**src/rtl/sar_port_pkg.sv**
```systemverilog
package sar_port_pkg;
  typedef enum logic {LINK_SEL = 1'b0, LINK_CHAIN = 1'b1} link_t;
  typedef enum logic [1:0] {PH_IDLE = 2'd0, PH_CONV = 2'd1, PH_READY = 2'd2} phase_t;
  localparam int unsigned PIN_CNV   = 0;
  localparam int unsigned PIN_SCK   = 1;
  localparam int unsigned PIN_SDI   = 2;
  localparam int unsigned PIN_TURBO = 3;
  localparam int unsigned N_PINS    = 4;
endpackage

```
**src/rtl/sar_pin_sync.sv**
```systemverilog
module sar_pin_sync #(
  parameter int unsigned WIDTH  = 4,
  parameter int unsigned STAGES = 2
) (
  input  logic             clk_i,
  input  logic             rst_i,
  input  logic [WIDTH-1:0] pin_i,
  output logic [WIDTH-1:0] now_o,
  output logic [WIDTH-1:0] prev_o
);
  logic [WIDTH-1:0] stage_q [STAGES];
  logic [WIDTH-1:0] prev_q;

  genvar g;
  generate
    for (g = 0; g < STAGES; g++) begin : g_stage
      if (g == 0) begin : g_first
        always_ff @(posedge clk_i) begin
          if (rst_i) stage_q[g] <= '0;
          else       stage_q[g] <= pin_i;
        end
      end else begin : g_next
        always_ff @(posedge clk_i) begin
          if (rst_i) stage_q[g] <= '0;
          else       stage_q[g] <= stage_q[g-1];
        end
      end
    end
  endgenerate

  always_ff @(posedge clk_i) begin
    if (rst_i) prev_q <= '0;
    else       prev_q <= stage_q[STAGES-1];
  end

  assign now_o  = stage_q[STAGES-1];
  assign prev_o = prev_q;
endmodule

```
**src/rtl/sar_link_ctrl.sv**
```systemverilog
module sar_link_ctrl
  import sar_port_pkg::*;
(
  input  logic   clk_i,
  input  logic   rst_i,
  input  logic   cnv_now_i,
  input  logic   cnv_prev_i,
  input  logic   sck_now_i,
  input  logic   sck_prev_i,
  input  logic   sdi_now_i,
  input  logic   sdi_prev_i,
  input  logic   turbo_now_i,
  input  logic   conv_done_i,
  output phase_t phase_o,
  output link_t  link_o,
  output logic   sel_o,
  output logic   load_o,
  output logic   busy_o,
  output logic   shift_o,
  output logic   shift_in_o,
  output logic   wait_drive_o
);
  phase_t phase_q;
  link_t  link_q;
  logic   turbo_q;
  logic   cnv_rise;
  logic   sck_fall;
  logic   sel_now;

  assign cnv_rise = cnv_now_i & ~cnv_prev_i;
  assign sck_fall = sck_prev_i & ~sck_now_i;

  always_comb begin
    if (link_q == LINK_CHAIN) sel_now = ~cnv_now_i;
    else                      sel_now = ~cnv_now_i | ~sdi_now_i;
  end

  always_ff @(posedge clk_i) begin
    if (rst_i) begin
      phase_q <= PH_IDLE;
      link_q  <= LINK_SEL;
      turbo_q <= 1'b0;
    end else if (cnv_rise) begin
      phase_q <= PH_CONV;
      turbo_q <= turbo_now_i;
      link_q  <= (sdi_prev_i | turbo_now_i) ? LINK_SEL : LINK_CHAIN;
    end else if (phase_q == PH_CONV && conv_done_i) begin
      phase_q <= PH_READY;
    end
  end

  assign load_o       = (phase_q == PH_CONV) && conv_done_i && !cnv_rise;
  assign busy_o       = (link_q == LINK_SEL) && !turbo_q && sel_now;
  assign shift_o      = (phase_q == PH_READY) && sel_now && sck_fall && !cnv_rise;
  assign shift_in_o   = (link_q == LINK_CHAIN) ? sdi_prev_i : 1'b0;
  assign wait_drive_o = (phase_q == PH_CONV) && (link_q == LINK_SEL) && !turbo_q && sel_now;
  assign phase_o      = phase_q;
  assign link_o       = link_q;
  assign sel_o        = sel_now;


  conv_phase_chk: assert property (@(posedge clk_i) disable iff (rst_i)
    cnv_rise |=> phase_q == PH_CONV);

  turbo_link_chk: assert property (@(posedge clk_i) disable iff (rst_i)
    (cnv_rise && turbo_now_i) |=> link_q == LINK_SEL);

  chain_pick_chk: assert property (@(posedge clk_i) disable iff (rst_i)
    (cnv_rise && !sdi_prev_i && !turbo_now_i) |=> link_q == LINK_CHAIN);

  idle_done_chk: assert property (@(posedge clk_i) disable iff (rst_i)
    (phase_q == PH_IDLE && !cnv_rise) |=> phase_q == PH_IDLE);
endmodule

```
**src/rtl/sar_shift_path.sv**
```systemverilog
module sar_shift_path #(
  parameter int unsigned DATA_W = 14
) (
  input  logic              clk_i,
  input  logic              rst_i,
  input  logic              load_i,
  input  logic              busy_i,
  input  logic [DATA_W-1:0] word_i,
  input  logic              shift_i,
  input  logic              bit_i,
  output logic              head_o
);
  logic [DATA_W-1:0] data_q;
  logic              start_q;

  always_ff @(posedge clk_i) begin
    if (rst_i) begin
      data_q  <= '0;
      start_q <= 1'b0;
    end else if (load_i) begin
      data_q  <= word_i;
      start_q <= busy_i;
    end else if (shift_i) begin
      if (start_q) start_q <= 1'b0;
      else         data_q  <= {data_q[DATA_W-2:0], bit_i};
    end
  end

  assign head_o = start_q | data_q[DATA_W-1];


  start_bit_chk: assert property (@(posedge clk_i) disable iff (rst_i)
    (load_i && busy_i) |=> head_o);

  msb_load_chk: assert property (@(posedge clk_i) disable iff (rst_i)
    (load_i && !busy_i) |=> head_o == $past(word_i[DATA_W-1]));
endmodule

```
**src/rtl/sar_serial_port.sv**
```systemverilog
module sar_serial_port
  import sar_port_pkg::*;
#(
  parameter int unsigned DATA_W      = 14,
  parameter int unsigned SYNC_STAGES = 2
) (
  input  logic              clk_i,
  input  logic              rst_i,
  input  logic              cnv_i,
  input  logic              sck_i,
  input  logic              sdi_i,
  input  logic              turbo_i,
  input  logic              conv_done_i,
  input  logic [DATA_W-1:0] result_i,
  output logic              sdo_o,
  output logic              sdo_oe_o
);
  logic [N_PINS-1:0] pins, now_v, prev_v;
  phase_t phase;
  link_t  link;
  logic   sel, load, busy, shift, shift_in, wait_drive, head;
  logic   sdo_q, oe_q;

  always_comb begin
    pins            = '0;
    pins[PIN_CNV]   = cnv_i;
    pins[PIN_SCK]   = sck_i;
    pins[PIN_SDI]   = sdi_i;
    pins[PIN_TURBO] = turbo_i;
  end

  sar_pin_sync #(.WIDTH(N_PINS), .STAGES(SYNC_STAGES)) u_sync (
    .clk_i(clk_i), .rst_i(rst_i), .pin_i(pins), .now_o(now_v), .prev_o(prev_v));

  sar_link_ctrl u_ctrl (
    .clk_i(clk_i), .rst_i(rst_i),
    .cnv_now_i(now_v[PIN_CNV]), .cnv_prev_i(prev_v[PIN_CNV]),
    .sck_now_i(now_v[PIN_SCK]), .sck_prev_i(prev_v[PIN_SCK]),
    .sdi_now_i(now_v[PIN_SDI]), .sdi_prev_i(prev_v[PIN_SDI]),
    .turbo_now_i(now_v[PIN_TURBO]), .conv_done_i(conv_done_i),
    .phase_o(phase), .link_o(link), .sel_o(sel), .load_o(load), .busy_o(busy),
    .shift_o(shift), .shift_in_o(shift_in), .wait_drive_o(wait_drive));

  sar_shift_path #(.DATA_W(DATA_W)) u_path (
    .clk_i(clk_i), .rst_i(rst_i), .load_i(load), .busy_i(busy), .word_i(result_i),
    .shift_i(shift), .bit_i(shift_in), .head_o(head));

  always_ff @(posedge clk_i) begin
    if (rst_i) begin
      sdo_q <= 1'b0;
      oe_q  <= 1'b0;
    end else begin
      oe_q  <= ((phase == PH_READY) && sel) || wait_drive;
      sdo_q <= (phase == PH_READY) ? head : 1'b0;
    end
  end

  assign sdo_o    = sdo_q;
  assign sdo_oe_o = oe_q;


  idle_quiet_chk: assert property (@(posedge clk_i) disable iff (rst_i)
    sdo_oe_o |-> $past(phase) != PH_IDLE);

  turbo_wait_chk: assert property (@(posedge clk_i) disable iff (rst_i)
    ($past(phase) == PH_CONV && sdo_oe_o) |-> !sdo_o);
endmodule

```
**config.mk**
```make
export PLATFORM = sky130hd
export DESIGN_NAME = sar_serial_port
export DESIGN_NICKNAME = d
export VERILOG_FILES = /design/src/rtl/sar_port_pkg.sv /design/src/rtl/sar_pin_sync.sv /design/src/rtl/sar_link_ctrl.sv /design/src/rtl/sar_shift_path.sv /design/src/rtl/sar_serial_port.sv
export SDC_FILE = /design/constraint.sdc
export NUM_CORES = 1
export LEC_CHECK = 0
export BUFFER_PORTS_ARGS = -buffer_cell sky130_fd_sc_hd__buf_2
export CORE_ASPECT_RATIO = 0.75
export CORE_MARGIN = 5
export CORE_UTILIZATION = 40
export CTS_BUF_LIST = sky130_fd_sc_hd__clkbuf_8
export DETAILED_ROUTE_END_ITERATION = 8
export GPL_TIMING_DRIVEN = 0
export HOLD_SLACK_MARGIN = 0.02
export PLACE_DENSITY = 0.64
export RECOVER_POWER = 100
export SYNTH_ARGS = -nofsm -noshare
export SYNTH_HDL_FRONTEND = slang
export SYNTH_SLANG_ARGS = --single-unit
```
**constraint.sdc**
```tcl
create_clock -name clk_i -period 1.2 [get_ports clk_i]
set_input_delay 0.24 -clock clk_i [delete_from_list [all_inputs] [get_ports clk_i]]
set_output_delay 0.24 -clock clk_i [all_outputs]
set_load 0.005 [all_outputs]
```
== Yosys cells after proc, flatten, opt, wreduce, memory -nomap -nowiden ==
Memories as Yosys holds them, arrays and structs flattened.
Cells that the tools add are included.
Cells by class
  equality and inequality tests: 3
  reduce and logical (&&, ||, !) cells: 18
  bitwise gates (word level): 13
  muxes and demuxes: 15
Operators by type and width (count)
  $mux 14: 3
  $logic_and 1x1->1: 10
  $mux 1: 10
  $mux 4: 2
  $not 1->1: 6
  $or 1x1->1: 5
  $reduce_bool 2->1: 2
  $reduce_or 2->1: 2
  $and 1x1->1: 2
  $eq 2x1->1 const B: 1
  $eq 2x2->1 const B: 1
  $logic_not 1->1: 2
  $ne 2x2->1 const B: 1
  $reduce_and 2->1: 1
  $logic_or 1x1->1: 1
Storage, ports and cells
  bits in registers: 24
  RAM bits: 8
  logic and storage cells: 59
  memories: 1
Memory list
  u_sync.stage_q: words 2, width 4, read ports 2, clocked after Yosys merged registers in 0, wr ports 2, RTL line sar_pin_sync.sv:11  | logic [WIDTH-1:0] stage_q [STAGES];

== Logic depth before layout (Yosys ltp) ==
An unclocked memory read counts as a cell.
  depth after elaboration: 9
  gate-level depth with buffers: 6
  mapped depth without buffers: 4

== Hierarchy ==
From an unflattened synthesis, not the netlist that was laid out.
Second synthesis, totals
  cells, all modules: 139
  area, all modules: 1465.2 µm²
By module, submodules not included
  sar_shift_path: times used 1, seq. area each 300.3 µm², cells each 85, area an instance 822.0 µm²
  sar_pin_sync: times used 1, seq. area each 240.2 µm², cells each 25, area an instance 366.6 µm²
  sar_link_ctrl: times used 1, seq. area each 80.1 µm², cells each 23, area an instance 207.7 µm²
  sar_serial_port: times used 1, seq. area each 40.0 µm², cells each 6, area an instance 68.8 µm²

== Worst setup path before layout ==
OpenSTA, ideal clock, no wires.
  path type: register to register
  from: reg u_ctrl.phase_q[1], in the netlist u_ctrl.phase_o[1]
  to: reg u_path.data_q[10]
  clock period less this slack: 1323 ps
  setup slack: -123 ps
  arrival time: 1201 ps
  setup time: 122 ps
  stages on the path, launching flop included: 6
  data required time: 1078 ps
  cells stage by stage: dfxtp_1 -> and3b_2 -> nand2_2 -> nor2_1 -> buf_4 -> a221o_1
Between the ends
  word-level cells in the longest chain between the ends: 6
RTL lines
  from (decl): RTL line sar_link_ctrl.sv:23  | phase_t phase_q;
  from (signal assigned): RTL line sar_link_ctrl.sv:40  | phase_q <= PH_IDLE;
  from (signal assigned): RTL line sar_link_ctrl.sv:44  | phase_q <= PH_CONV;
  from (signal assigned): RTL line sar_link_ctrl.sv:48  | phase_q <= PH_READY;
  $eq 2x2->1: RTL line sar_link_ctrl.sv:54  | assign shift_o = (phase_q == PH_READY) && sel_now && sck_fall && !cnv_rise;
  $logic_and 1x1->1 (3 in a row): RTL line sar_link_ctrl.sv:54
  $reduce_bool 2->1 (no source line)
  $reduce_and 2->1 (no source line)
  to (signal assigned): RTL line sar_shift_path.sv:21  | data_q <= word_i;
  to (signal assigned): RTL line sar_shift_path.sv:25  | else data_q <= {data_q[DATA_W-2:0], bit_i};
  to (decl): RTL line sar_shift_path.sv:13  | logic [DATA_W-1:0] data_q;
Parallel ways exist; a longest one is shown, timed or not.
A chain may end at the register's enable or synchronous reset.

== Final worst setup path ==
  from: reg u_ctrl.phase_q[0], in the netlist u_ctrl.phase_o[0]
  to: reg u_path.data_q[6]
The elaborated chain is that of the path after synthesis.

==> qor.txt <==
status - finished with violations
failing checks - setup timing
via count - 1203
root buffer cell - clkbuf_8
Rel. slew slack - 0.7529
Seq pwr share - 0.491
total I/O pin count - 23
share of layout cells above drive strength 1 - 0.3580
HPWL after DPL - 2012 um
Pwr Density - 1292 mW/mm^2
RSZ-0062 raised after global routing - true
largest net degree at the start of global routing - 17
initial core utilization - 0.4130
Layout Utilization - 0.5387
Final period util - 1.186
clock period minus worst slack - 1.424 ns
Yosys cell types - 28
H-tree depth - 2
Post-DP Area - 0.001531 mm^2
critical path type - reg2reg
vias in the first global route - 1172
combinational share of power - 0.073
CP Max Fanout - 5
die extent in x - 77.05 um
GRT Util Overall - 0.1456
vias per cell - 5.569
cell internal pwr - 1.786 mW
post-layout instance area - 0.001759 mm^2
Worst EP required - 1.36 ns
Fin Setup TNS - -2.761 ns
antenna cells - 0
NetSw - 486.8 uW
CTS sink cnt - 32
# setup viols final - 15
Cells after DPL - 203
sequential cell area fraction in the yosys report - 0.4750
WL/cell - 14.88 um
cts bufs inserted - 5
initial antenna violation count - 0
cell area after synthesis - 0.001349 mm^2
Least-Margin Pin Slew - 0.3706 ns
worst min path class - in2reg
area grow syn2layout - 30.43%
hold buffers post-CTS - 0
post-route ant nets - 0
die area - 0.004645 mm^2
Clock Skew - 0.004219 ns
crit path DAT - 1.59 ns
GR Overflow Total - 0
Max Root-Sink Buffers - 2
Initial DRC Count - 136
Avg Inst Size Synth - 9.566 um^2
clock-pin slew of the registers on the worst-case setup and hold paths - 0.07 ns
first-pass GRT wire length - 5292 um
Finished Layout Cells - 216
worst skew pair latency - 0.27 ns
Startpoint Class - flip-flop
synthesized net count - 162
Final Hold Vio Count - 0
# DRC - 0
Worst setup EP type - flip-flop
DRT Wirelength - 3213 um
Synth Instances - 141
worst hold slack - 0.1742 ns
max cap viols - 0
CORE AREA - 0.003266 mm^2
Final WS setup - -0.2236 ns
standard-cell rows - 18
Die Y - 60.29 um
Yosys Warn Count - 0
f_max - 702.4 MHz
CTS tree - built
Slew Limit Fails - 0
leak pwr - 0.6936 nW
Pre-antenna DRT Iters - 4
Final Net Count - 196
PortBufs - 22
largest vdd supply drop - 0.6611 mV
R2R cell count - 5
clock share of power - 0.436
switching part of the total power - 0.2141
gpl congestion - 0.7890
hold path depth - 2
post-synthesis register bit count - 32
[placed cells by master, fill, tap and decap left out, drive strengths merged]
cell	n
buf	34
dfxtp	32
a21oi	17
nor2b	14
a221o	13
nand2b	13
a21boi	12
clkbuf	8
nor2	6
nand2	5
nor3	3
inv	3
o21ai	3
nand4	2
and3b	1
and2	1
and4	1
a211oi	1
nand3b	1
nor3b	1
nand3	1
a311oi	1
a2111oi	1
clkinv	1
bufinv	1
[critical path, cell delays in order (launching register included)]
cell and delay, ns:
dfxtp_4 0.38, and3b_2 0.30, buf_6 0.17, a21oi_2 0.07
a21boi_1 0.13, a221o_1 0.26
[power by group through the flow]
stage / logic, mW / registers (mW) / clock network [mW]
6_report: 0.166 / 1.12 / 0.992
3_5_place_dp: 0.146 / 1.14 / 0
5_1_grt: 0.185 / 1.12 / 1.06
4_1_cts: 0.162 / 1.11 / 1.01
2_1_floorplan: 0.0892 / 1.13 / 0
3_3_place_gp: 0.141 / 1.14 / 0
[cell families after synthesis]
| logic type | after synthesis | share of synthesized area |
|---|---|---|
| AO/OA/AOI/OAI | 48 | 0.2560 |
| buffers and inverters | 12 | 0.05380 |
| flip-flops | 32 | 0.4750 |
| AND/OR/NAND/NOR | 49 | 0.2152 |
[cell usage after synthesis]
cell	number	share of area
clkbuf_1	2	0.0056
a211oi_1	1	0.0056
a21boi_0	12	0.067
nand4_1	2	0.0093
inv_1	2	0.0056
nand2b_1	13	0.060
nand2_1	4	0.011
buf_4	2	0.011
nor3b_1	1	0.0056
o21ai_1	1	0.0037
buf_6	2	0.017
nand3_1	1	0.0037
o21ai_0	2	0.0074
a2111oi_0	1	0.0065
and3b_2	1	0.0074
nor2_1	6	0.017
dfxtp_1	32	0.47
nand2_2	1	0.0046
a221o_1	13	0.096
nor3_1	3	0.011
nand3b_1	1	0.0056
and4_4	1	0.0083
buf_2	4	0.015
a21oi_1	17	0.063
a311oi_1	1	0.0065
nor2b_1	13	0.060
and2_1	1	0.0046
nor2b_2	1	0.0065
[layout make-up]
| class | instances | area, um^2 |
|---|---|---|
| fill | 288 | 1506 |
| multi-input combinational | 97 | 709.4 |
| timing repair buffer | 29 | 172.7 |
| clock inverter | 3 | 38.79 |
| buffer | 8 | 62.56 |
| clock buffer | 5 | 68.82 |
| tap | 40 | 50.05 |
| sequential | 32 | 649.4 |
| inverter | 2 | 7.507 |
[sequential cells by signal (all words and copies together) (netlist names)]
| register | count |
|---|---|
| u_ctrl.phase_o | 2 |
| u_ctrl.link_o | 1 |
| sdo_oe_o | 1 |
| u_sync.prev_o | 3 |
| u_path.start_q | 1 |
| u_ctrl.turbo_q | 1 |
| u_path.data_q | 14 |
| u_sync.stage_q | 8 |
| sdo_o | 1 |
[metal layers]
| metal | track usage | up-vias | wire length (um) |
|---|---|---|---|
| li1 | - | 577 | - |
| met1 | 0.1826 | 579 | 1466 |
| met2 | 0.2249 | 41 | 1475 |
| met3 | 0.06175 | 6 | 222 |
| met4 | 0.05392 | 0 | 49 |
| met5 | 0 | - | 0 |
[path summary, 6_finish.rpt]
| check | startpoint | end | slack, ns |
|---|---|---|---|
| worst min register to register | u_sync.stage_q[0][1]$_SDFF_PP0_ | u_sync.stage_q[1][1]$_SDFF_PP0_ | 0.44 |
| worst max register to register | u_ctrl.phase_o[0]$_SDFFE_PP0P_ | u_path.data_q[6]$_SDFFE_PP0P_ | -0.22 |
| worst max-delay path | u_ctrl.phase_o[0]$_SDFFE_PP0P_ | u_path.data_q[6]$_SDFFE_PP0P_ | -0.22 |
| worst min-delay path | sdi_i | u_sync.stage_q[0][2]$_SDFF_PP0_ | 0.17 |
[stage by stage]
step	setup slack, ns	total power, mW
6_report	-0.2236	2.273
3_3_place_gp	-0.3996	1.278
3_5_place_dp	-0.4237	1.285
5_1_grt	-0.2704	2.362
4_1_cts	-0.1907	2.288
2_1_floorplan	-0.07812	1.224
[what timing repair did]
action,4_1_cts,5_1_grt
setup endpoints to repair,23,18
pin swaps,7,7
cloned,3,0
resized for setup,20,10
buffers inserted,3,1
No activity file was read; power rests on OpenSTA's default activity.
